## config.mk

```make
export PLATFORM = sky130hd
export DESIGN_NAME = cmd_apb_bridge
export DESIGN_NICKNAME = d
export VERILOG_FILES = /design/src/rtl/cab_pkg.sv /design/src/rtl/cab_decode.sv /design/src/rtl/cab_fsm.sv /design/src/rtl/cab_rsp_hold.sv /design/src/rtl/cmd_apb_bridge.sv
export SDC_FILE = /design/constraint.sdc
export NUM_CORES = 1
export LEC_CHECK = 0
export ABC_CLOCK_PERIOD_IN_PS = 3150
export CAP_MARGIN = 20
export CORE_ASPECT_RATIO = 0.7
export CORE_MARGIN = 2
export CORE_UTILIZATION = 47
export CTS_BUF_LIST = sky130_fd_sc_hd__clkbuf_8
export CTS_CLUSTER_SIZE = 16
export DETAILED_ROUTE_END_ITERATION = 7
export HOLD_SLACK_MARGIN = 0.12
export PLACE_DENSITY_LB_ADDON = 0.1
export RECOVER_POWER = 25
export SLEW_MARGIN = 10
export SYNTH_ARGS = -nofsm -noshare
export SYNTH_HDL_FRONTEND = slang
export SYNTH_SLANG_ARGS = --single-unit
```

## constraint.sdc

```tcl
create_clock -name clk_i -period 3.15 [get_ports clk_i]
set_input_delay 0.945 -clock clk_i [delete_from_list [all_inputs] [get_ports clk_i]]
set_output_delay 0.945 -clock clk_i [all_outputs]
set_load 0.03 [all_outputs]
```

## src/rtl/cab_pkg.sv

```systemverilog
`timescale 1ns/1ps
package cab_pkg;
  typedef enum logic [1:0] {
    ST_IDLE   = 2'd0,
    ST_SETUP  = 2'd1,
    ST_ACCESS = 2'd2,
    ST_HOLD   = 2'd3
  } cab_state_e;
endpackage

```

## src/rtl/cab_decode.sv

```systemverilog
`timescale 1ns/1ps
module cab_decode #(
  parameter int N_TGT = 4,
  localparam int SEL_W = (N_TGT > 1) ? $clog2(N_TGT) : 1
) (
  input  logic [SEL_W-1:0] field_i,
  input  logic             active_i,
  output logic [N_TGT-1:0] sel_o
);
  for (genvar t = 0; t < N_TGT; t++) begin : g_sel
    assign sel_o[t] = active_i && (field_i == SEL_W'(t));
  end
endmodule

```

## src/rtl/cab_fsm.sv

```systemverilog
`timescale 1ns/1ps
module cab_fsm
  import cab_pkg::*;
(
  input  logic       clk_i,
  input  logic       rst_ni,
  input  logic       cmd_valid_i,
  input  logic       pready_i,
  input  logic       rsp_ready_i,
  output cab_state_e state_o,
  output logic       cmd_ready_o,
  output logic       accept_o,
  output logic       rsp_valid_o,
  output logic       capture_o
);
  cab_state_e state_q, state_d;
  logic       complete;

  assign complete    = (state_q == ST_ACCESS) && pready_i;
  // response slot frees in the handshake cycle, so a new command may enter there
  assign cmd_ready_o = (state_q == ST_IDLE)
                     || (complete && rsp_ready_i)
                     || ((state_q == ST_HOLD) && rsp_ready_i);
  assign accept_o    = cmd_valid_i && cmd_ready_o;
  assign rsp_valid_o = complete || (state_q == ST_HOLD);
  assign capture_o   = complete && !rsp_ready_i;
  assign state_o     = state_q;

  always_comb begin
    state_d = state_q;
    unique case (state_q)
      ST_IDLE:   if (accept_o) state_d = ST_SETUP;
      ST_SETUP:  state_d = ST_ACCESS;
      ST_ACCESS: begin
        if (pready_i) begin
          if (!rsp_ready_i)  state_d = ST_HOLD;
          else if (accept_o) state_d = ST_SETUP;
          else               state_d = ST_IDLE;
        end
      end
      ST_HOLD: begin
        if (rsp_ready_i) state_d = accept_o ? ST_SETUP : ST_IDLE;
      end
      default: state_d = ST_IDLE;
    endcase
  end

  always_ff @(posedge clk_i or negedge rst_ni) begin
    if (!rst_ni) state_q <= ST_IDLE;
    else         state_q <= state_d;
  end

  a_r9_accept_to_setup: assert property (@(posedge clk_i) disable iff (!rst_ni)
    accept_o |=> (state_q == ST_SETUP));
  a_r8_busy_blocks_cmd: assert property (@(posedge clk_i) disable iff (!rst_ni)
    (state_q == ST_SETUP) |-> !cmd_ready_o);
endmodule

```

## src/rtl/cab_rsp_hold.sv

```systemverilog
`timescale 1ns/1ps
module cab_rsp_hold #(
  parameter int DATA_W = 32
) (
  input  logic              clk_i,
  input  logic              rst_ni,
  input  logic              capture_i,
  input  logic              hold_i,
  input  logic              is_write_i,
  input  logic [DATA_W-1:0] prdata_i,
  input  logic              pslverr_i,
  output logic [DATA_W-1:0] rdata_o,
  output logic              err_o
);
  logic [DATA_W-1:0] rdata_q, rdata_live;
  logic              err_q;

  assign rdata_live = is_write_i ? '0 : prdata_i;

  always_ff @(posedge clk_i or negedge rst_ni) begin
    if (!rst_ni) begin
      rdata_q <= '0;
      err_q   <= 1'b0;
    end else if (capture_i) begin
      rdata_q <= rdata_live;
      err_q   <= pslverr_i;
    end
  end

  assign rdata_o = hold_i ? rdata_q : rdata_live;
  assign err_o   = hold_i ? err_q   : pslverr_i;

  a_r6_hold_follows_capture: assert property (@(posedge clk_i) disable iff (!rst_ni)
    capture_i |=> hold_i);
endmodule

```

## src/rtl/cmd_apb_bridge.sv

```systemverilog
`timescale 1ns/1ps
module cmd_apb_bridge
  import cab_pkg::*;
#(
  parameter int ADDR_W  = 16,
  parameter int DATA_W  = 32,
  parameter int N_TGT   = 4,
  parameter int SEL_LSB = 12,
  localparam int STRB_W = DATA_W / 8,
  localparam int SEL_W  = (N_TGT > 1) ? $clog2(N_TGT) : 1
) (
  input  logic              clk_i,
  input  logic              rst_ni,
  input  logic              cmd_valid_i,
  output logic              cmd_ready_o,
  input  logic [ADDR_W-1:0] cmd_addr_i,
  input  logic              cmd_write_i,
  input  logic [DATA_W-1:0] cmd_wdata_i,
  input  logic [STRB_W-1:0] cmd_strb_i,
  output logic              rsp_valid_o,
  input  logic              rsp_ready_i,
  output logic [DATA_W-1:0] rsp_rdata_o,
  output logic              rsp_err_o,
  output logic [N_TGT-1:0]  psel_o,
  output logic              penable_o,
  output logic [ADDR_W-1:0] paddr_o,
  output logic              pwrite_o,
  output logic [DATA_W-1:0] pwdata_o,
  output logic [STRB_W-1:0] pstrb_o,
  input  logic [DATA_W-1:0] prdata_i,
  input  logic              pready_i,
  input  logic              pslverr_i
);
  cab_state_e        state;
  logic              accept, capture, on_bus;
  logic [ADDR_W-1:0] addr_q;
  logic              write_q;
  logic [DATA_W-1:0] wdata_q;
  logic [STRB_W-1:0] strb_q;

  cab_fsm i_fsm (
    .clk_i       (clk_i),
    .rst_ni      (rst_ni),
    .cmd_valid_i (cmd_valid_i),
    .pready_i    (pready_i),
    .rsp_ready_i (rsp_ready_i),
    .state_o     (state),
    .cmd_ready_o (cmd_ready_o),
    .accept_o    (accept),
    .rsp_valid_o (rsp_valid_o),
    .capture_o   (capture)
  );

  always_ff @(posedge clk_i or negedge rst_ni) begin
    if (!rst_ni) begin
      addr_q  <= '0;
      write_q <= 1'b0;
      wdata_q <= '0;
      strb_q  <= '0;
    end else if (accept) begin
      addr_q  <= cmd_addr_i;
      write_q <= cmd_write_i;
      wdata_q <= cmd_wdata_i;
      strb_q  <= cmd_write_i ? cmd_strb_i : '0;
    end
  end

  assign on_bus    = (state == ST_SETUP) || (state == ST_ACCESS);
  assign penable_o = (state == ST_ACCESS);
  assign paddr_o   = addr_q;
  assign pwrite_o  = write_q;
  assign pwdata_o  = wdata_q;
  assign pstrb_o   = strb_q;

  cab_decode #(.N_TGT(N_TGT)) i_decode (
    .field_i  (addr_q[SEL_LSB +: SEL_W]),
    .active_i (on_bus),
    .sel_o    (psel_o)
  );

  cab_rsp_hold #(.DATA_W(DATA_W)) i_rsp (
    .clk_i      (clk_i),
    .rst_ni     (rst_ni),
    .capture_i  (capture),
    .hold_i     (state == ST_HOLD),
    .is_write_i (write_q),
    .prdata_i   (prdata_i),
    .pslverr_i  (pslverr_i),
    .rdata_o    (rsp_rdata_o),
    .err_o      (rsp_err_o)
  );

  a_r1_setup_to_access: assert property (@(posedge clk_i) disable iff (!rst_ni)
    ((|psel_o) && !penable_o) |=> (penable_o && $stable(psel_o)));
  a_r2_wait_freeze: assert property (@(posedge clk_i) disable iff (!rst_ni)
    (penable_o && !pready_i) |=> (penable_o && $stable(psel_o) && $stable(paddr_o)
      && $stable(pwrite_o) && $stable(pwdata_o) && $stable(pstrb_o)));
  a_r3_sel_onehot: assert property (@(posedge clk_i) disable iff (!rst_ni)
    $onehot0(psel_o));
  a_r4_enable_needs_sel: assert property (@(posedge clk_i) disable iff (!rst_ni)
    penable_o |-> ($countones(psel_o) == 1));
  a_r5_read_no_strb: assert property (@(posedge clk_i) disable iff (!rst_ni)
    ((|psel_o) && !pwrite_o) |-> (pstrb_o == '0));
  a_r7_rsp_at_completion: assert property (@(posedge clk_i) disable iff (!rst_ni)
    (penable_o && pready_i) |-> rsp_valid_o);
  a_r7_rsp_stable: assert property (@(posedge clk_i) disable iff (!rst_ni)
    (rsp_valid_o && !rsp_ready_i) |=> (rsp_valid_o && $stable(rsp_rdata_o)
      && $stable(rsp_err_o)));
  a_r8_wait_blocks_cmd: assert property (@(posedge clk_i) disable iff (!rst_ni)
    (penable_o && !pready_i) |-> !cmd_ready_o);
  a_r10_enable_drops: assert property (@(posedge clk_i) disable iff (!rst_ni)
    (penable_o && pready_i) |=> !penable_o);
endmodule

```

Yosys cells after proc, flatten, opt, wreduce, memory -nomap -nowiden
Cells that the tools add are included.
- input port bits: 91
- output and inout bits: 93
- flip-flop bits (word level): 88
- logic and storage cells: 43
- equal/unequal tests: 9
- mux-type cells: 10
- reductions and logical operators: 17
- operators by type and width (operator ; number):
    $mux 32 ; 2
    $logic_and 1x1->1 ; 9
    $eq 2x2->1 const B ; 4
    $mux 2 ; 4
    $pmux 2 s4 ; 1
    $eq 2x1->1 const B ; 2
    $logic_not 2->1 ; 2
    $logic_or 1x1->1 ; 4
    $mux 4 ; 1
    $ne 2x1->1 const B ; 2
    $reduce_and 3->1 ; 1
    $mux 1 ; 2
    $ne 2x2->1 const B ; 1
    $logic_not 1->1 ; 1

Longest topological paths before layout
Gate-level depths: netlist of run 1.
- depth after elaboration: 10
- gate-level depth with buffers: 7
- depth with buffers taken out: 5

Modules after synthesis
Synthesis of run 1 repeated with hierarchy kept, for this count alone.
- cell total of the unflattened synthesis: 349
- area, all modules: 4389.2 um2
- by module, submodules not included (module ; area each (um2) ; cells each ; seq. area each (um2) ; instances):
    cab_rsp_hold ; 2129.5 ; 209 ; 825.8 ; 1
    cmd_apb_bridge ; 2103.3 ; 124 ; 1326.3 ; 1
    cab_fsm ; 118.9 ; 12 ; 50.0 ; 1
    cab_decode ; 37.5 ; 4 ; 0.0 ; 1

Worst setup path after synthesis of run 1
OpenSTA, ideal clock, no wires.
- kind: reg2out
- from: reg i_fsm.state_q[0], in the netlist i_fsm.state_o[0]
- to: out rsp_rdata_o[23]
- slack: 0.480 ns
- data arrival time: 1.725 ns
- buffers on the path: 2
- stages on the path, launching flop included: 5
- cells stage by stage: dfrtp_1 > ha_1 > clkbuf_1 > clkbuf_1 > o21ai_0
- longest elaborated chain between the ends: 2
- RTL lines (what ; RTL line ; RTL):
    from (decl) ; cab_fsm.sv:16 ; cab_state_e state_q, state_d;
    from (signal assigned) ; cab_fsm.sv:50 ; else state_q <= state_d;
    $eq 2x2->1 ; cmd_apb_bridge.sv:85 ; .hold_i (state == ST_HOLD),
    $mux 32 ; cab_rsp_hold.sv:30 ; assign rdata_o = hold_i ? rdata_q : rdata_live;
    to (decl) ; cmd_apb_bridge.sv:22 ; output logic [DATA_W-1:0] rsp_rdata_o,
No other way between the ends.

Final worst setup path of run 1
- from: reg i_fsm.state_q[1], in the netlist i_fsm.state_o[1]
- to: out psel_o[1]
- longest elaborated chain between the ends: 3
- RTL lines (what ; RTL line ; RTL):
    $eq 2x1->1 / $eq 2x2->1 (equally long branches) ; cmd_apb_bridge.sv:68 ; assign on_bus = (state == ST_SETUP) || (state == ST_ACCESS);
    $logic_or 1x1->1 (*) ; cmd_apb_bridge.sv:68 ;
    $logic_and 1x1->1 (*) ; cab_decode.sv:11 ; assign sel_o[t] = active_i && (field_i == SEL_W'(t));
    to (decl) ; cmd_apb_bridge.sv:24 ; output logic [N_TGT-1:0] psel_o,
Mark *: on every way between the ends. The rest lies on a longest branch, timed or not.

==> results.sh, run 1 <==
export IMPL_status="complete, no violations"
export IMPL_critPathLaunchType="register"
export IMPL_clockPowerShare_pct=12.2
export IMPL_fp_dieW_um=115.8
export IMPL_met3_length_um=750
export IMPL_pwr_share_seq_pct=28.5
export IMPL_reg2reg_to="pwdata_o[10]"
export IMPL_holdWs_ns=0.4846
export IMPL_path_class="register to output pin"
export IMPL_die_h_um=82.29
export IMPL_ys_types=27
export IMPL_slew_headroom_pct=15.81
export IMPL_layout_common_cells="clkdlybuf4s50_1 (146), dfrtp_1 (88), nand2_1 (69)"
export IMPL_drt_wl_total_um=9741
export IMPL_stdcell_area_sq_um=6218
export IMPL_drt_pass1_iter_count=4
export IMPL_grt_pass1_wl_um=14950
export IMPL_io_buffer_count=183
export IMPL_grt_max_degree=66
export IMPL_power_leakage_nw=2.765
export IMPL_synthCells=362
export IMPL_setup_viol=0
export IMPL_drv_slew=0
export IMPL_ios=184
export IMPL_crit_family="buffers and inverters"
export IMPL_crit_path_end="psel_o[1]"
export IMPL_vias=3191
export IMPL_hold_viol=0
export IMPL_r2r_start="i_fsm.state_o[0]"
export IMPL_antenna_found_initial=0
export IMPL_rsz0062_at_grt="false"
export IMPL_p_total_w=0.007229
export IMPL_wl_met2_um=4654
export IMPL_crit_start="i_fsm.state_o[1]"
export IMPL_die_area_sq_um=9532
export IMPL_highest_layer="met4"
export IMPL_fin_nets=635
export IMPL_place_area_sq_um=6005
export IMPL_ir_drop_uv=687.4
export IMPL_ys_seq_area_share_pct=53.51
export IMPL_fin_crit_sh_pct=94.70
export IMPL_maxCapViolCount=0
export IMPL_layout_commonest_cell="clkdlybuf4s50_1"
export IMPL_hold_buffers=0
export IMPL_final_cells=665
export IMPL_fmax_mhz=335.2
export IMPL_yosysWarnings=0
export IMPL_area_delta_synth_final_pct=51.11
export IMPL_slowest_stage="clkdlybuf4s50_1"
export IMPL_endpoint_kind="output pin"
export IMPL_numPlacedInstances=649
export IMPL_wl_per_cell_um=14.65
export IMPL_final_antenna_net_count=0
export IMPL_cp_max_fo=5
export IMPL_coreArea_sq_um=8478
export IMPL_drive_gt1_share_pct=20.37
export IMPL_vias_per_cell=4.798
export IMPL_drc=0
export IMPL_switchingPower_w=0.003068
export IMPL_path_clk_slew_ns=0.09
export IMPL_min_path_type="register to register"
export IMPL_drtIter0Drc=184
export IMPL_worstMarginPinSlew_ns=1.263
export IMPL_switching_share_pct=42.43
export IMPL_path_cells="inv_1 > ha_1 > and3b_1 > clkdlybuf4s50_1"
export IMPL_yosys_register_bits=88
export IMPL_fillers=618
export IMPL_n_antenna_cell=0
export IMPL_route_layer_met1_wl_um=4208
export IMPL_grt_overflow=0
export IMPL_r2r_cells=6
export IMPL_path_buf_inv=2
export IMPL_synth_nets=457
export IMPL_initial_utilization_pct=48.54
export IMPL_fin_skew_ns=0.01211
export IMPL_finalSetupTns_ns=0
export IMPL_fin_crit_ns=2.983
export IMPL_p_int_w=0.004161
export IMPL_cts_num_sinks=88
export IMPL_insertion_delay_ns=0.37
export IMPL_num_rows=28
export IMPL_synth_area_per_cell_sq_um=11.37
export IMPL_cts_root_buffer_cell="clkbuf_8"
export IMPL_cts_tree="yes"
export IMPL_slowest_delay_ns=0.67
export IMPL_syn_cell_area_sq_um=4115
export IMPL_cts_buffers_inserted=9
export IMPL_dp_hpwl_um=7060
export IMPL_path_depth=4
export IMPL_gp_congestion=0.7621
export IMPL_grt_usage_pct=20.36
export IMPL_powerDensity_nw_per_um2=1163
export IMPL_power_frac_comb_pct=59.3
export IMPL_cp_arrival_ns=2.04
export IMPL_clk_path_buf_depth=2
export IMPL_crit_required_ns=2.20
export IMPL_htreeDepth=3
export IMPL_r2r_slack_ns=1.20
export IMPL_grt_pass1_vias=3043
[how the worst min path moves through the flow]
stage,startpoint,to,cells after the start
after detailed placement,i_rsp.rdata_q[0],i_rsp.rdata_q[0],2
after global placement,i_rsp.rdata_q[4],i_rsp.rdata_q[4],2
after floorplan,i_rsp.rdata_q[30],i_rsp.rdata_q[30],2
after CTS,rst_ni,paddr_o[9],1
final,i_rsp.rdata_q[21],i_rsp.rdata_q[21],2
after global routing,i_rsp.rdata_q[15],i_rsp.rdata_q[15],2
[cells in the mapped netlist (all sizes together)]
cell type	number	share of area (%)
nor3b	1	0.18
o21a	1	0.18
and2	1	0.15
a41oi	1	0.21
nor2	1	0.091
o221ai	1	0.21
nand3b	1	0.18
ha	4	1.2
dfrtp	88	54
mux2i	4	0.97
nand2	69	6.3
o21ai	64	7.8
inv	6	0.55
a31oi	3	0.46
buf	11	2.0
nand2b	36	5.5
and3b	1	0.21
and3	2	0.30
clkbuf	12	1.1
mux2	51	18
a22o	1	0.21
a21o	2	0.36
nor2b	1	0.15
[metrics by stage]
step                      utilization (%)  worst slack [ns]
after global placement              70.82            0.2520
after global routing                73.35           0.04308
final                               73.35            0.1671
after floorplan                         -            0.4796
after CTS                           73.51           0.09358
after detailed placement            70.82            0.2236
[routing by layer]
layer	vias up	track usage (%)
li1	1574	-
met1	1499	26.71
met2	106	32.46
met3	12	6.496
met4	0	6.667
met5	-	0
[what timing repair did]
action | in CTS | in global routing
gates resized for setup | 0 | 1
endpoints found under the setup margin | 0 | 1
buffers inserted | 0 | 0
[power by group through the flow]
stage	clock, W	combinational, W	sequential, W
floorplan	0	0.00208	0.00270
global placement	0	0.00425	0.00205
detailed placement	0	0.00432	0.00208
CTS	0.000912	0.00432	0.00207
global route	0.000961	0.00455	0.00214
finish	0.000885	0.00428	0.00206
[final cells by class]
| cell class | instances | area [sq um] | area share (%) |
|---|---|---|---|
| flip-flops and latches | 88 | 2202 | 35.41 |
| multi-input cells | 245 | 1773 | 28.51 |
| repair buffers | 190 | 1843 | 29.64 |
| clock buffers | 10 | 137.6 | 2.213 |
| inverters | 6 | 22.52 | 0.3622 |
| clock inverters | 6 | 90.09 | 1.449 |
| well taps | 120 | 150.1 | 2.414 |
[cell families (layout without fill, tap and decap cells)]
group	after synthesis	in the layout	share of synthesized area [%]
flops	88	88	53.51
compound gates	73	73	9.426
fa+ha+maj	4	4	1.216
buf+inv	29	212	3.679
simple gates	113	113	13.04
mux	55	55	19.12
[sequential cells by signal, indices dropped and copies added (netlist names)]
signal and cells:
pwrite_o 1, paddr_o 16, i_rsp.rdata_q 32, pstrb_o 4, i_fsm.state_o 2, pwdata_o 32
i_rsp.err_q 1
[tightest hold or removal path: stages, from the launching register on]
cell,delay [ns]
dfrtp_1,0.35
nand2_1,0.04
o21ai_0,0.06
(Power assumes the default switching activity.)
==> run 2, diff against run 1 <==
CORE_UTILIZATION = 55   (was 47)
DONT_BUFFER_PORTS = 1   (was default)
==> results.sh, run 2 (synthesis gave the netlist of run 1 again) <==
export IMPL_maxCapViolCount=0
export IMPL_postCtsSetupBuffers=0
export IMPL_slew_headroom_pct=41.79
export IMPL_final_cells=493
export IMPL_status="complete, no violations"
export IMPL_powerDensity_nw_per_um2=1334
export IMPL_layout_commonest_cell="dfrtp_1"
export IMPL_cts_tree="yes"
export IMPL_min_path_type="primary input to asynchronous set/reset pin"
export IMPL_wl_per_cell_um=17.39
export IMPL_fp_dieW_um=107.4
export IMPL_r2r_cells=7
export IMPL_fin_crit_ns=2.809
export IMPL_cp_max_fo=34
export IMPL_drv_slew=0
export IMPL_grt_pass1_vias=2670
export IMPL_cts_resized=0
export IMPL_gp_congestion=0.7310
export IMPL_endpoint_kind="output pin"
export IMPL_num_rows=26
export IMPL_die_h_um=76.37
export IMPL_drt_pass1_iter_count=4
export IMPL_drtIter0Drc=183
export IMPL_dp_hpwl_um=5888
export IMPL_fin_nets=485
export IMPL_antenna_found_initial=0
export IMPL_htreeDepth=3
export IMPL_cts_num_sinks=88
export IMPL_area_delta_synth_final_pct=12.34
export IMPL_power_leakage_nw=2.126
export IMPL_fin_crit_sh_pct=89.18
export IMPL_numPlacedInstances=477
export IMPL_path_class="register to output pin"
export IMPL_ff_latch_area_sq_um=2202
export IMPL_final_antenna_net_count=0
export IMPL_grt_usage_pct=21.23
export IMPL_cp_arrival_ns=1.86
export IMPL_ios=184
export IMPL_vias_per_cell=5.487
export IMPL_coreArea_sq_um=7287
export IMPL_place_area_sq_um=4446
export IMPL_multi_input_comb_area_sq_um=1773
export IMPL_worstMarginPinSlew_ns=0.8731
export IMPL_fillers=620
export IMPL_cts_root_buffer_cell="clkbuf_8"
export IMPL_rsz0062_at_grt="false"
export IMPL_grt_overflow=0
export IMPL_io_buffer_count=0
export IMPL_finalSetupTns_ns=0
export IMPL_vias=2705
export IMPL_crit_required_ns=2.20
export IMPL_initial_utilization_pct=56.47
export IMPL_setup_viol=0
export IMPL_layout_common_cells="dfrtp_1 (88), nand2_1 (69), o21ai_0 (64)"
export IMPL_p_total_w=0.006165
export IMPL_hold_viol=0
export IMPL_critPathLaunchType="register"
export IMPL_fin_skew_ns=0.01283
export IMPL_hold_buffers=0
export IMPL_grt_pass1_wl_um=13460
export IMPL_n_antenna_cell=0
export IMPL_drt_wl_total_um=8574
export IMPL_fmax_mhz=356.0
export IMPL_ir_drop_uv=635.3
export IMPL_drive_gt1_share_pct=27.59
export IMPL_stdcell_area_sq_um=4623
export IMPL_cts_buffers_inserted=9
export IMPL_drc=0
export IMPL_insertion_delay_ns=0.35
export IMPL_die_area_sq_um=8201
export IMPL_path_clk_slew_ns=0.09
export IMPL_grt_max_degree=89
export IMPL_holdWs_ns=0.2775
export IMPL_clk_path_buf_depth=2
==> run 2: per-layer routing <==
metal	GRT usage, %	routed length, um	vias up
li1	-	-	1266
met1	27.83	3671	1305
met2	32.03	3957	118
met3	8.383	768	16
met4	7.949	177	0
met5	0	0	-
==> run 2: layout make-up <==
type | count | area share [%]
Clock buffer | 9 | 2.679
Clock inverter | 7 | 1.164
Inverter | 6 | 0.4871
Multi-Input combinational cell | 245 | 38.35
Sequential cell | 88 | 47.63
Tap cell | 98 | 2.652
Timing Repair Buffer | 40 | 7.037
==> run 2: path summary, 6_finish.rpt <==
| path | startpoint | end | slack (ns) |
|---|---|---|---|
| min in group clk_i | i_rsp.rdata_q[2] | i_rsp.rdata_q[2] | 0.48 |
| hold reg to reg | i_rsp.rdata_q[2] | i_rsp.rdata_q[2] | 0.48 |
| max in group asynchronous | rst_ni | i_rsp.rdata_q[2] | 2.69 |
| hold / removal | rst_ni | i_rsp.rdata_q[8] | 0.28 |
| setup reg to reg | i_fsm.state_o[1] | pwdata_o[8] | 0.85 |
| setup / recovery | pwrite_o | rsp_rdata_o[28] | 0.34 |
==> run 2: stage by stage <==
stage	utilization, %	setup slack, ns
after CTS	63.44	0.3347
after global routing	63.44	0.2232
after global placement	61.01	0.7489
after floorplan	-	0.4796
after detailed placement	61.01	0.7467
final	63.44	0.3408
==> run 2: worst max-delay path, cell delays in order, from the launching register on <==
cell	delay, ns
dfrtp_1	0.71
nand2b_1	0.31
o21ai_0	0.26
buf_4	0.22
==> run 2: where the power goes <==
group          internal, W  switching, W
combinational      0.00125       0.00137
sequential         0.00170       0.00114
clock             0.000292      0.000420
total              0.00324       0.00293
==> run 3, diff against run 2 <==
MAX_ROUTING_LAYER = met4   (was default)
==> results.sh, run 3 (synthesis gave the netlist of run 1 again) <==
export IMPL_drc=0
export IMPL_grt_pass1_wl_um=13440
export IMPL_drtIter0Drc=191
export IMPL_final_antenna_net_count=0
export IMPL_path_class="register to output pin"
export IMPL_grt_overflow=0
export IMPL_final_util_pct=63.44
export IMPL_cts_root_buffer_cell="clkbuf_8"
export IMPL_power_leakage_nw=2.126
export IMPL_postCtsSetupBuffers=0
export IMPL_slew_headroom_pct=41.41
export IMPL_drt_wl_total_um=8553
export IMPL_power_frac_comb_pct=42.5
export IMPL_coreArea_sq_um=7287
export IMPL_insertion_delay_ns=0.36
export IMPL_vias=2706
export IMPL_cp_max_fo=34
export IMPL_maxCapViolCount=0
export IMPL_path_clk_slew_ns=0.09
export IMPL_setup_viol=0
export IMPL_fin_skew_ns=0.01227
export IMPL_htreeDepth=3
export IMPL_p_total_w=0.006163
export IMPL_status="complete, no violations"
export IMPL_wl_per_cell_um=17.35
export IMPL_fin_nets=485
export IMPL_hold_buffers=0
export IMPL_fp_dieW_um=107.4
export IMPL_p_int_w=0.003235
export IMPL_min_path_type="primary input to asynchronous set/reset pin"
export IMPL_die_area_sq_um=8201
export IMPL_drv_slew=0
export IMPL_layout_common_cells="dfrtp_1 (88), nand2_1 (69), o21ai_0 (64)"
export IMPL_clk_path_buf_depth=2
export IMPL_cts_num_sinks=88
export IMPL_crit_required_ns=2.20
export IMPL_pwr_share_seq_pct=46.0
export IMPL_powerDensity_nw_per_um2=1333
export IMPL_stdcell_area_sq_um=4623
export IMPL_fin_crit_ns=2.817
export IMPL_cp_arrival_ns=1.87
export IMPL_area_delta_synth_final_pct=12.34
export IMPL_switchingPower_w=0.002928
export IMPL_dp_hpwl_um=5888
export IMPL_place_area_sq_um=4446
export IMPL_grt_pass1_vias=2677
export IMPL_ios=184
export IMPL_grt_usage_pct=21.77
export IMPL_endpoint_kind="output pin"
export IMPL_cts_buffers_inserted=9
export IMPL_vias_per_cell=5.489
export IMPL_drive_gt1_share_pct=27.59
export IMPL_clockPowerShare_pct=11.5
export IMPL_drt_pass1_iter_count=4
export IMPL_die_h_um=76.37
export IMPL_worstMarginPinSlew_ns=0.8788
export IMPL_cts_resized=0
export IMPL_fin_crit_sh_pct=89.44
export IMPL_critPathLaunchType="register"
export IMPL_initial_utilization_pct=56.47
export IMPL_antenna_found_initial=0
export IMPL_cts_tree="yes"
export IMPL_layout_commonest_cell="dfrtp_1"
export IMPL_io_buffer_count=0
export IMPL_rsz0062_at_grt="false"
export IMPL_finalSetupTns_ns=0
export IMPL_ir_drop_uv=636.1
export IMPL_hold_viol=0
export IMPL_num_rows=26
export IMPL_fillers=620
export IMPL_fmax_mhz=354.9
export IMPL_gp_congestion=0.7398
export IMPL_grt_max_degree=89
export IMPL_r2r_slack_ns=0.85
export IMPL_n_antenna_cell=0
export IMPL_switching_share_pct=47.51
-- run 3: cell counts in the layout (fill, tap and decap cells not counted) --
Identical to the previous run, type by type.
-- run 3: stage by stage --
| step | setup WS [ns] | hold WS (ns) | instances |
|---|---|---|---|
| floorplan | 0.4796 | 0.4497 | 362 |
| global placement | 0.7489 | 0.4621 | 477 |
| detailed placement | 0.7467 | 0.4704 | 477 |
| CTS | 0.3347 | 0.2599 | 493 |
| global route | 0.2258 | 0.2454 | 493 |
| finish | 0.3326 | 0.2747 | 493 |
-- run 3: final cells by class --
class                      count  area, sq um  area share [%]
clock buffer                   9        123.9           2.679
clock inverter                 7        53.80           1.164
inverter                       6        22.52          0.4871
multi-input combinational    245         1773           38.35
sequential                    88         2202           47.63
tap                           98        122.6           2.652
timing repair buffer          40        325.3           7.037
-- run 3: final timing paths --
check                                       from          endpoint  depth (start not counted)
worst max-delay path                    pwrite_o   rsp_rdata_o[28]                          3
worst min-delay path                      rst_ni  i_rsp.rdata_q[8]                          0
worst max register to register  i_fsm.state_o[1]       pwdata_o[8]                          7
worst min register to register  i_rsp.rdata_q[2]  i_rsp.rdata_q[2]                          2
max in group asynchronous                 rst_ni  i_rsp.rdata_q[9]                          0
min in group clk_i              i_rsp.rdata_q[2]  i_rsp.rdata_q[2]                          2
-- run 3: power groups by stage --
stage | clock network, W | registers, W | logic [W]
after detailed placement | 0 | 0.00285 | 0.00265
final | 0.000710 | 0.00283 | 0.00262
after CTS | 0.000732 | 0.00284 | 0.00264
after floorplan | 0 | 0.00270 | 0.00208
after global placement | 0 | 0.00284 | 0.00258
after global routing | 0.000783 | 0.00292 | 0.00283
-- run 3: per-layer routing --
metal  wire length (um)  global-route usage (%)  vias to the layer above  part of all wire (%)
met5                  0                       -                        -                     0
met4                214                   7.949                        0                   2.5
met3                701                   7.100                       18                   8.2
met2               3942                   31.96                      110                    46
met1               3695                   28.51                     1310                    43
li1                   -                       -                     1268                     -
-- run 3: worst max-delay path, stage by stage (launching register included) --
cell	delay (ns)
dfrtp_1	0.72
nand2b_1	0.32
o21ai_0	0.26
buf_4	0.22
